$ cat src/rtl/vterm_pkg.sv
package vterm_pkg;

    parameter int MV_W = 12;

    typedef enum logic [1:0] {
        TM_LOW  = 2'b00,
        TM_MID  = 2'b01,
        TM_HIGH = 2'b10,
        TM_HIGX = 2'b11
    } tm_sel_e;

    typedef struct packed {
        logic            valid;
        logic [MV_W-1:0] mv;
    } peak_t;

    function automatic logic is_neg_delta(input logic [1:0] m);
        return m[1];
    endfunction

endpackage

$ cat src/rtl/vterm_holdoff.sv
module vterm_holdoff
    import vterm_pkg::*;
#(
    parameter int LIM_LOW  = 150,
    parameter int LIM_MID  = 300,
    parameter int LIM_HIGH = 75
) (
    input  logic       clk,
    input  logic       rst,
    input  logic       restart,
    input  logic       tick,
    input  logic [1:0] mode,
    output logic       busy
);
    localparam int MAXA = (LIM_LOW > LIM_MID) ? LIM_LOW : LIM_MID;
    localparam int MAXL = (MAXA > LIM_HIGH) ? MAXA : LIM_HIGH;
    localparam int CW   = $clog2(MAXL + 1);
    localparam logic [CW-1:0] L_LOW  = CW'(LIM_LOW);
    localparam logic [CW-1:0] L_MID  = CW'(LIM_MID);
    localparam logic [CW-1:0] L_HIGH = CW'(LIM_HIGH);
    localparam logic [CW-1:0] L_MAX  = CW'(MAXL);

    logic [CW-1:0] cnt;
    logic [CW-1:0] limit;

    always_comb begin
        if (is_neg_delta(mode))      limit = L_HIGH;
        else if (mode == TM_MID)     limit = L_MID;
        else                         limit = L_LOW;
    end

    always_ff @(posedge clk) begin
        if (rst || restart)
            cnt <= '0;
        else if (tick && cnt < limit)
            cnt <= cnt + 1'b1;
    end

    assign busy = (cnt < limit);

    // counter never passes the longest hold-off
    always_ff @(posedge clk) begin
        if (!rst) p_cnt_bound_r6: assert (cnt <= L_MAX);
    end

    // a restart always leaves the timer busy
    p_restart_busy_r1: assert property (@(posedge clk) disable iff (rst)
        restart |=> busy);

endmodule

$ cat src/rtl/vterm_peak.sv
module vterm_peak
    import vterm_pkg::*;
(
    input  logic            clk,
    input  logic            rst,
    input  logic            clear,
    input  logic            upd,
    input  logic [MV_W-1:0] mv,
    output peak_t           pk
);
    always_ff @(posedge clk) begin
        if (rst || clear)
            pk <= '0;
        else if (upd && (!pk.valid || mv > pk.mv))
            pk <= '{valid: 1'b1, mv: mv};
    end

    // peak never decreases while held and not cleared
    p_peak_monotone_r2: assert property (@(posedge clk) disable iff (rst)
        pk.valid && !clear |=> pk.valid && pk.mv >= $past(pk.mv));

    // clear empties the history
    p_clear_empty_r9: assert property (@(posedge clk) disable iff (rst)
        clear |=> !pk.valid);

endmodule

$ cat src/rtl/vdrop_terminator.sv
module vdrop_terminator
    import vterm_pkg::*;
#(
    parameter int WIN_LO_MV      = 1000,
    parameter int WIN_HI_MV      = 2000,
    parameter int DROP_TENTHS_ND = 120,
    parameter int DROP_TENTHS_PK = 25,
    parameter int HOLD_LOW       = 150,
    parameter int HOLD_MID       = 300,
    parameter int HOLD_HIGH      = 75
) (
    input  logic            clk,
    input  logic            rst,
    input  logic            cycle_start,
    input  logic            hist_clr,
    input  logic            tick,
    input  logic [1:0]      mode_sel,
    input  logic            sample_vld,
    input  logic [MV_W-1:0] sample_mv,
    output logic            term_o,
    output logic [MV_W-1:0] peak_mv_o,
    output logic            peak_valid_o,
    output logic            holdoff_busy_o
);
    localparam int DW = MV_W + 4;
    localparam logic [MV_W-1:0] WLO    = MV_W'(WIN_LO_MV);
    localparam logic [MV_W-1:0] WHI    = MV_W'(WIN_HI_MV);
    localparam logic [DW-1:0]   THR_ND = DW'(DROP_TENTHS_ND);
    localparam logic [DW-1:0]   THR_PK = DW'(DROP_TENTHS_PK);
    localparam logic [DW-1:0]   TEN    = DW'(10);

    peak_t          pk;
    logic           busy;
    logic           in_win;
    logic           accept;
    logic           drop_hit;
    logic [DW-1:0]  diff10;
    logic [DW-1:0]  thr;
    logic           term_q;

    assign in_win = (sample_mv > WLO) && (sample_mv < WHI);
    assign accept = sample_vld && in_win && !hist_clr && !cycle_start;

    vterm_holdoff #(
        .LIM_LOW (HOLD_LOW),
        .LIM_MID (HOLD_MID),
        .LIM_HIGH(HOLD_HIGH)
    ) u_hold (
        .clk    (clk),
        .rst    (rst),
        .restart(cycle_start),
        .tick   (tick),
        .mode   (mode_sel),
        .busy   (busy)
    );

    vterm_peak u_peak (
        .clk  (clk),
        .rst  (rst),
        .clear(hist_clr || cycle_start),
        .upd  (accept),
        .mv   (sample_mv),
        .pk   (pk)
    );

    // drop compared in tenths of a millivolt
    always_comb begin
        thr      = is_neg_delta(mode_sel) ? THR_ND : THR_PK;
        diff10   = DW'(pk.mv - sample_mv) * TEN;
        drop_hit = pk.valid && (pk.mv >= sample_mv) && (diff10 >= thr);
    end

    always_ff @(posedge clk) begin
        if (rst || cycle_start)
            term_q <= 1'b0;
        else if (accept && !busy && drop_hit)
            term_q <= 1'b1;
    end

    assign term_o         = term_q;
    assign peak_mv_o      = pk.mv;
    assign peak_valid_o   = pk.valid;
    assign holdoff_busy_o = busy;

    p_sticky_r8: assert property (@(posedge clk) disable iff (rst)
        term_q && !cycle_start |=> term_q);

    p_restart_clear_r1: assert property (@(posedge clk) disable iff (rst)
        cycle_start |=> !term_q && !peak_valid_o);

    p_holdoff_mask_r7: assert property (@(posedge clk) disable iff (rst)
        !term_q && holdoff_busy_o |=> !term_q);

    p_window_r5: assert property (@(posedge clk) disable iff (rst)
        !term_q && sample_vld && (sample_mv <= WLO || sample_mv >= WHI) |=> !term_q);

    p_histclr_keeps_flag_r9: assert property (@(posedge clk) disable iff (rst)
        hist_clr && !cycle_start |=> term_q == $past(term_q));

endmodule

$ cat config.mk
export PLATFORM = sky130hd
export DESIGN_NAME = vdrop_terminator
export DESIGN_NICKNAME = d
export VERILOG_FILES = /design/src/rtl/vterm_pkg.sv /design/src/rtl/vterm_holdoff.sv /design/src/rtl/vterm_peak.sv /design/src/rtl/vdrop_terminator.sv
export SDC_FILE = /design/constraint.sdc
export NUM_CORES = 1
export LEC_CHECK = 0
export BUFFER_PORTS_ARGS = -buffer_cell sky130_fd_sc_hd__buf_4
export CORE_ASPECT_RATIO = 1.1
export CORE_MARGIN = 8
export CORE_UTILIZATION = 50
export CTS_CLUSTER_DIAMETER = 100
export CTS_CLUSTER_SIZE = 10
export DETAILED_ROUTE_END_ITERATION = 16
export PLACE_DENSITY_LB_ADDON = 0.12
export SLEW_MARGIN = 5
export SYNTH_ARGS = -nofsm -noshare
export SYNTH_HDL_FRONTEND = slang
export SYNTH_SLANG_ARGS = --single-unit
$ cat constraint.sdc
create_clock -name clk -period 10.01 [get_ports clk]
set_input_delay 2.002 -clock clk [delete_from_list [all_inputs] [get_ports clk]]
set_output_delay 2.002 -clock clk [all_outputs]
set_load 0.005 [all_outputs]
## Yosys cells after proc, flatten, opt, wreduce, memory -nomap -nowiden

Cells that the tools add are included.

- Flip-flop bits (word level): 23
- Bits in latches: 0
- RAM bits: 0
- Bits in read-only memories: 0
- Input port bits: 20
- Memories kept: 0

- Add/sub/neg operators: 2
- $mul: 1
- Div/mod/pow operators: 0
- Magnitude comparators: 6
- Equality and inequality tests: 1
- Shift operators: 0
- Multiplexer cells: 3
- Bitwise gates (word level): 0
- Reductions and logical operators: 18

Operator list:

| kind | count |
|---|---|
| 9-bit two-way mux | 2 |
| 16-bit by 7-bit >= comparator with 1-bit output | 1 |
| 16-bit by 3-bit multiplier with 15-bit output (second input constant) | 1 |
| 12-bit by 12-bit subtractor with 13-bit output | 1 |
| 12-bit >= comparator | 1 |
| 12-bit by 10-bit greater-than comparator with 1-bit output (second input constant) | 1 |
| 12-bit greater-than comparator | 1 |
| 12-bit by 11-bit less-than comparator with 1-bit output (second input constant) | 1 |
| 1-bit logical AND | 10 |
| 9-bit by 1-bit adder with 9-bit output (second input constant) | 1 |
| 9-bit less-than comparator | 1 |
| 7-bit two-way mux | 1 |
| 1-bit logical NOT | 4 |
| 1-bit logical OR | 4 |
| 2-bit by 1-bit equality test with 1-bit output (second input constant) | 1 |

## Logic depth before layout (Yosys ltp)

- Word-level depth: 7
- Depth in mapped cells: 20
- Depth with buffers taken out: 20

## Hierarchy

Synthesis repeated with hierarchy kept, for this count alone.

- Cell total of the unflattened synthesis: 464
- Area total of the unflattened synthesis: 3495.9 um2

By module, submodules not included:

| module | times used | cells each | area each (um2) |
|---|---|---|---|
| vdrop_terminator | 1 | 230 | 1644.1 |
| vterm_peak | 1 | 155 | 1166.1 |
| vterm_holdoff | 1 | 79 | 685.7 |

## Worst setup path after synthesis

No wires, ideal clock.

- Path type: input -> register
- Start: in sample_mv[0]
- End: reg term_q (netlist: term_o)
- Arrival time: 5416 ps
- Data required time: 9874 ps
- Slack: 4458 ps
- Cell stages on the path: 19
- Cell sequence: ha_1 inv_1 fa_1 a211oi_1 o21ai_0 o211a_1 o21ai_0 a21oi_1 nor2_1 xnor2_1 ha_1 ha_1 nand2_1 o21ai_0 nor4b_1 a211o_1 a21o_1 nor4_2 a41oi_1

- Longest elaborated chain between the ends: 7

Ends and longest elaborated chain:

| what | line | RTL |
|---|---|---|
| start, declared | vdrop_terminator.sv:19 | `input logic [MV_W-1:0] sample_mv,` |
| branches (longest 6 deep; another with 16-bit by 3-bit multiplier with 15-bit output) | n/a |  |
| 1-bit logical AND * | vdrop_terminator.sv:76 | `else if (accept && !busy && drop_hit)` |
| end signal, assigned | vdrop_terminator.sv:75 | `term_q <= 1'b0;` |
| end signal, assigned | vdrop_terminator.sv:77 | `term_q <= 1'b1;` |
| end, declared | vdrop_terminator.sv:39 | `logic term_q;` |

Mark *: on every way between the ends.
A chain may end at the register's enable or synchronous reset.

## Worst setup path after layout

Same ends and word-level chain as after synthesis.

==> flow_metrics.env <==
export IMPL_status="finished, final reports clean"
export IMPL_drtAntennaViolNets=0
export IMPL_hold_ws_ps=546
export IMPL_areaGrowthSynthToFinish_pct=14.2
export IMPL_fin_setup_tns_ps=0
export IMPL_cellPowerDensity_nw_per_um2=90.2
export IMPL_min_to="u_peak.pk[12]"
export IMPL_power_share_switching=0.354
export IMPL_max_cap_violations=0
export IMPL_syn_area_um2=2500
export IMPL_grt_antenna_before_repair=0
export IMPL_syn_inst=315
export IMPL_first_global_vias=2347
export IMPL_core_um2=4900
export IMPL_use_met2=0.247
export IMPL_cts_hold_buf=0
export IMPL_viasPerCell=5.73
export IMPL_grt_pass1_wl_um=10200
export IMPL_grtUsageMet1=0.203
export IMPL_die_h_um=90.1
export IMPL_synth_ff_latch_count=23
export IMPL_nets=412
export IMPL_p_int_mw=0.166
export IMPL_worst_slack_ps=4140
export IMPL_worst_setup_path_type="in2reg"
export IMPL_clkSinkCount=23
export IMPL_stdcell_count=407
export IMPL_dp_cells=403
export IMPL_holdCritStartpoint="u_peak.pk[12]"
export IMPL_crit_path_max_fanout=7
export IMPL_max_slew_margin_rel=0.357
export IMPL_clock_power_share=0.236
export IMPL_cp_start_kind="input pin"
export IMPL_finalHoldViolations=0
export IMPL_reg2reg_depth=20
export IMPL_r2r_slack_ps=5570
export IMPL_final_common_cell="nor2_1"
export IMPL_fin_crit_sh=0.586
export IMPL_gr_total_overflow=0
export IMPL_synth_main_ff_cell="dfxtp_1"
export IMPL_use_met3=0.0280
export IMPL_finalCriticalPeriod_ps=5870
export IMPL_vias=2332
export IMPL_place_congestion=0.852
export IMPL_cts_tree="yes"
export IMPL_dieArea_um2=7510
export IMPL_clock_path_buffers=2
export IMPL_ir_drop_mv=0.0673
export IMPL_worstMarginPinSlew_ps=961
export IMPL_p_sw_mw=0.0910
export IMPL_max_freq_mhz=170
export IMPL_cts_setup_buffers=0
export IMPL_final_setup_viol_count=0
export IMPL_antennaDiodeCount=0
export IMPL_critical_path_arrival_ps=6020
export IMPL_rows=27
export IMPL_hold_path_depth=2
export IMPL_synth_edff_count=0
export IMPL_synth_distinct_cells=53
export IMPL_wl_per_cell_um=14.6
export IMPL_first_iter_violations=98
export IMPL_grt_max_degree=14
export IMPL_drive_above_1_share=0.129
export IMPL_final_area_um2=2850
export IMPL_clk_latency_ps=270
export IMPL_cts_root_buf="clkbuf_8"
export IMPL_pwr_share_seq=0.360
export IMPL_drc=0
export IMPL_dpl_instance_area_um2=2810
export IMPL_final_util=0.582
export IMPL_wl_um=5950
export IMPL_place_hpwl_um=4910
export IMPL_grt_busiest_layer="met2"
export IMPL_worstPathRequired_ps=10160
export IMPL_port_buffers=34
export IMPL_min_path_type="reg2reg"
export IMPL_combPwrFrac=0.404
export IMPL_r2r_start="u_peak.pk[0]"
export IMPL_htreeDepth=1
export IMPL_initial_utilization=0.510
export IMPL_drv_slew=0
export IMPL_rsz0062_at_grt="no"
export IMPL_p_leak_nw=1.40
export IMPL_grt_total_usage=0.156
export IMPL_dpl_worst_slack_ps=3860
export IMPL_detail_route_first_pass_iterations=4
export IMPL_seq_area_frac_synth=0.184
export IMPL_synth_area_per_cell_um2=7.92
export IMPL_r2r_end="term_o"
export IMPL_finalPower_mw=0.257
export IMPL_async_flop_share=0
export IMPL_die_w_um=83.4
export IMPL_cts_resized=0
export IMPL_layout_common_cells="nor2_1 (46), ha_1 (40), buf_4 (34), inv_1 (30), a21oi_1 (24)"
export IMPL_syn_num_nets=377
export IMPL_io_pins=35
export IMPL_yosysWarnings=0
export IMPL_end_kind="flip-flop"
export IMPL_cts_buffers=3
export IMPL_skew_ps=8.71
export IMPL_clk_pin_slew_ps=90
==> critical path, stage by stage <==
cell and delay (ps):
buf_4 90, ha_1 160, inv_1 60, fa_1 420, a211oi_1 320, o21ai_0 150, o211a_1 140, o21ai_0 250
a21oi_1 110, nor2_1 160, a22o_1 200, ha_1 240, ha_1 400, nand2_1 70, o21ai_0 270, nor4b_1 100
a211o_1 280, a21o_1 160, nor4_2 290, a41oi_1 150
==> worst max-delay path by stage <==
| stage | from | cells past startpoint | endpoint | slack, ps |
|---|---|---|---|---|
| 6_report | sample_mv[0] | 20 | term_o | 4140 |
| 5_1_grt | sample_mv[0] | 20 | term_o | 3810 |
| 4_1_cts | sample_mv[0] | 20 | term_o | 4150 |
| 3_5_place_dp | sample_mv[0] | 20 | term_o | 3860 |
| 3_3_place_gp | sample_mv[0] | 20 | term_o | 4060 |
| 2_1_floorplan | sample_mv[0] | 19 | term_o | 4460 |
==> cell families (layout without fill, tap and decap cells) <==
| group | count (synthesis) | count (layout) | synth area share |
|---|---|---|---|
| muxes | 14 | 14 | 0.0561 |
| and+or+nand+nor | 99 | 99 | 0.193 |
| buffers and inverters | 34 | 68 | 0.0526 |
| xor gates and xnor gates | 24 | 24 | 0.0872 |
| AOI/OAI and AO/OA | 79 | 79 | 0.210 |
| DFF | 23 | 23 | 0.184 |
| adders and majority gates | 42 | 42 | 0.217 |
==> flip-flops by register name, summed over array words and instances, names as in the netlist <==
| signal | flops |
|---|---|
| term_o | 1 |
| u_hold.cnt | 9 |
| u_peak.pk | 13 |
==> cells in the mapped netlist, drive strengths merged (4+ instances only) <==
master  instances  share of area
a21o            6          0.018
a21oi          25          0.052
dfxtp          23           0.18
ha             40           0.20
inv            30          0.045
mux2i          14          0.056
nand2          14          0.021
nand3           4         0.0080
nand4           6          0.015
nor2           46          0.069
nor2b           5          0.013
nor3            4         0.0080
o21a            4          0.012
o21ai          18          0.036
xnor2          15          0.053
xor2            9          0.035
==> final cells by class <==
cell class	count	area, um^2
fill	464	2050
inverter	30	113
clock inverter	1	5.00
timing repair buffer	34	255
sequential	23	460
tap	58	72.6
clock buffer	3	41.3
multi-input combinational	258	1900
==> layer usage <==
layer | up-vias | share of wire
met5 | - | 0
met1 | 1082 | 0.52
met3 | 11 | 0.036
li1 | 1196 | -
met2 | 43 | 0.42
met4 | 0 | 0.021
==> power groups by stage <==
stage / Sequential, mW / Combinational (mW) / Clock (mW)
final: 0.0925 / 0.104 / 0.0608
after global routing: 0.0926 / 0.116 / 0.0663
after CTS: 0.0926 / 0.103 / 0.0623
after detailed placement: 0.0947 / 0.102 / 0
after global placement: 0.0947 / 0.100 / 0
after floorplan: 0.0945 / 0.0764 / 0
Note: power is estimated with default switching activity, not from simulation.
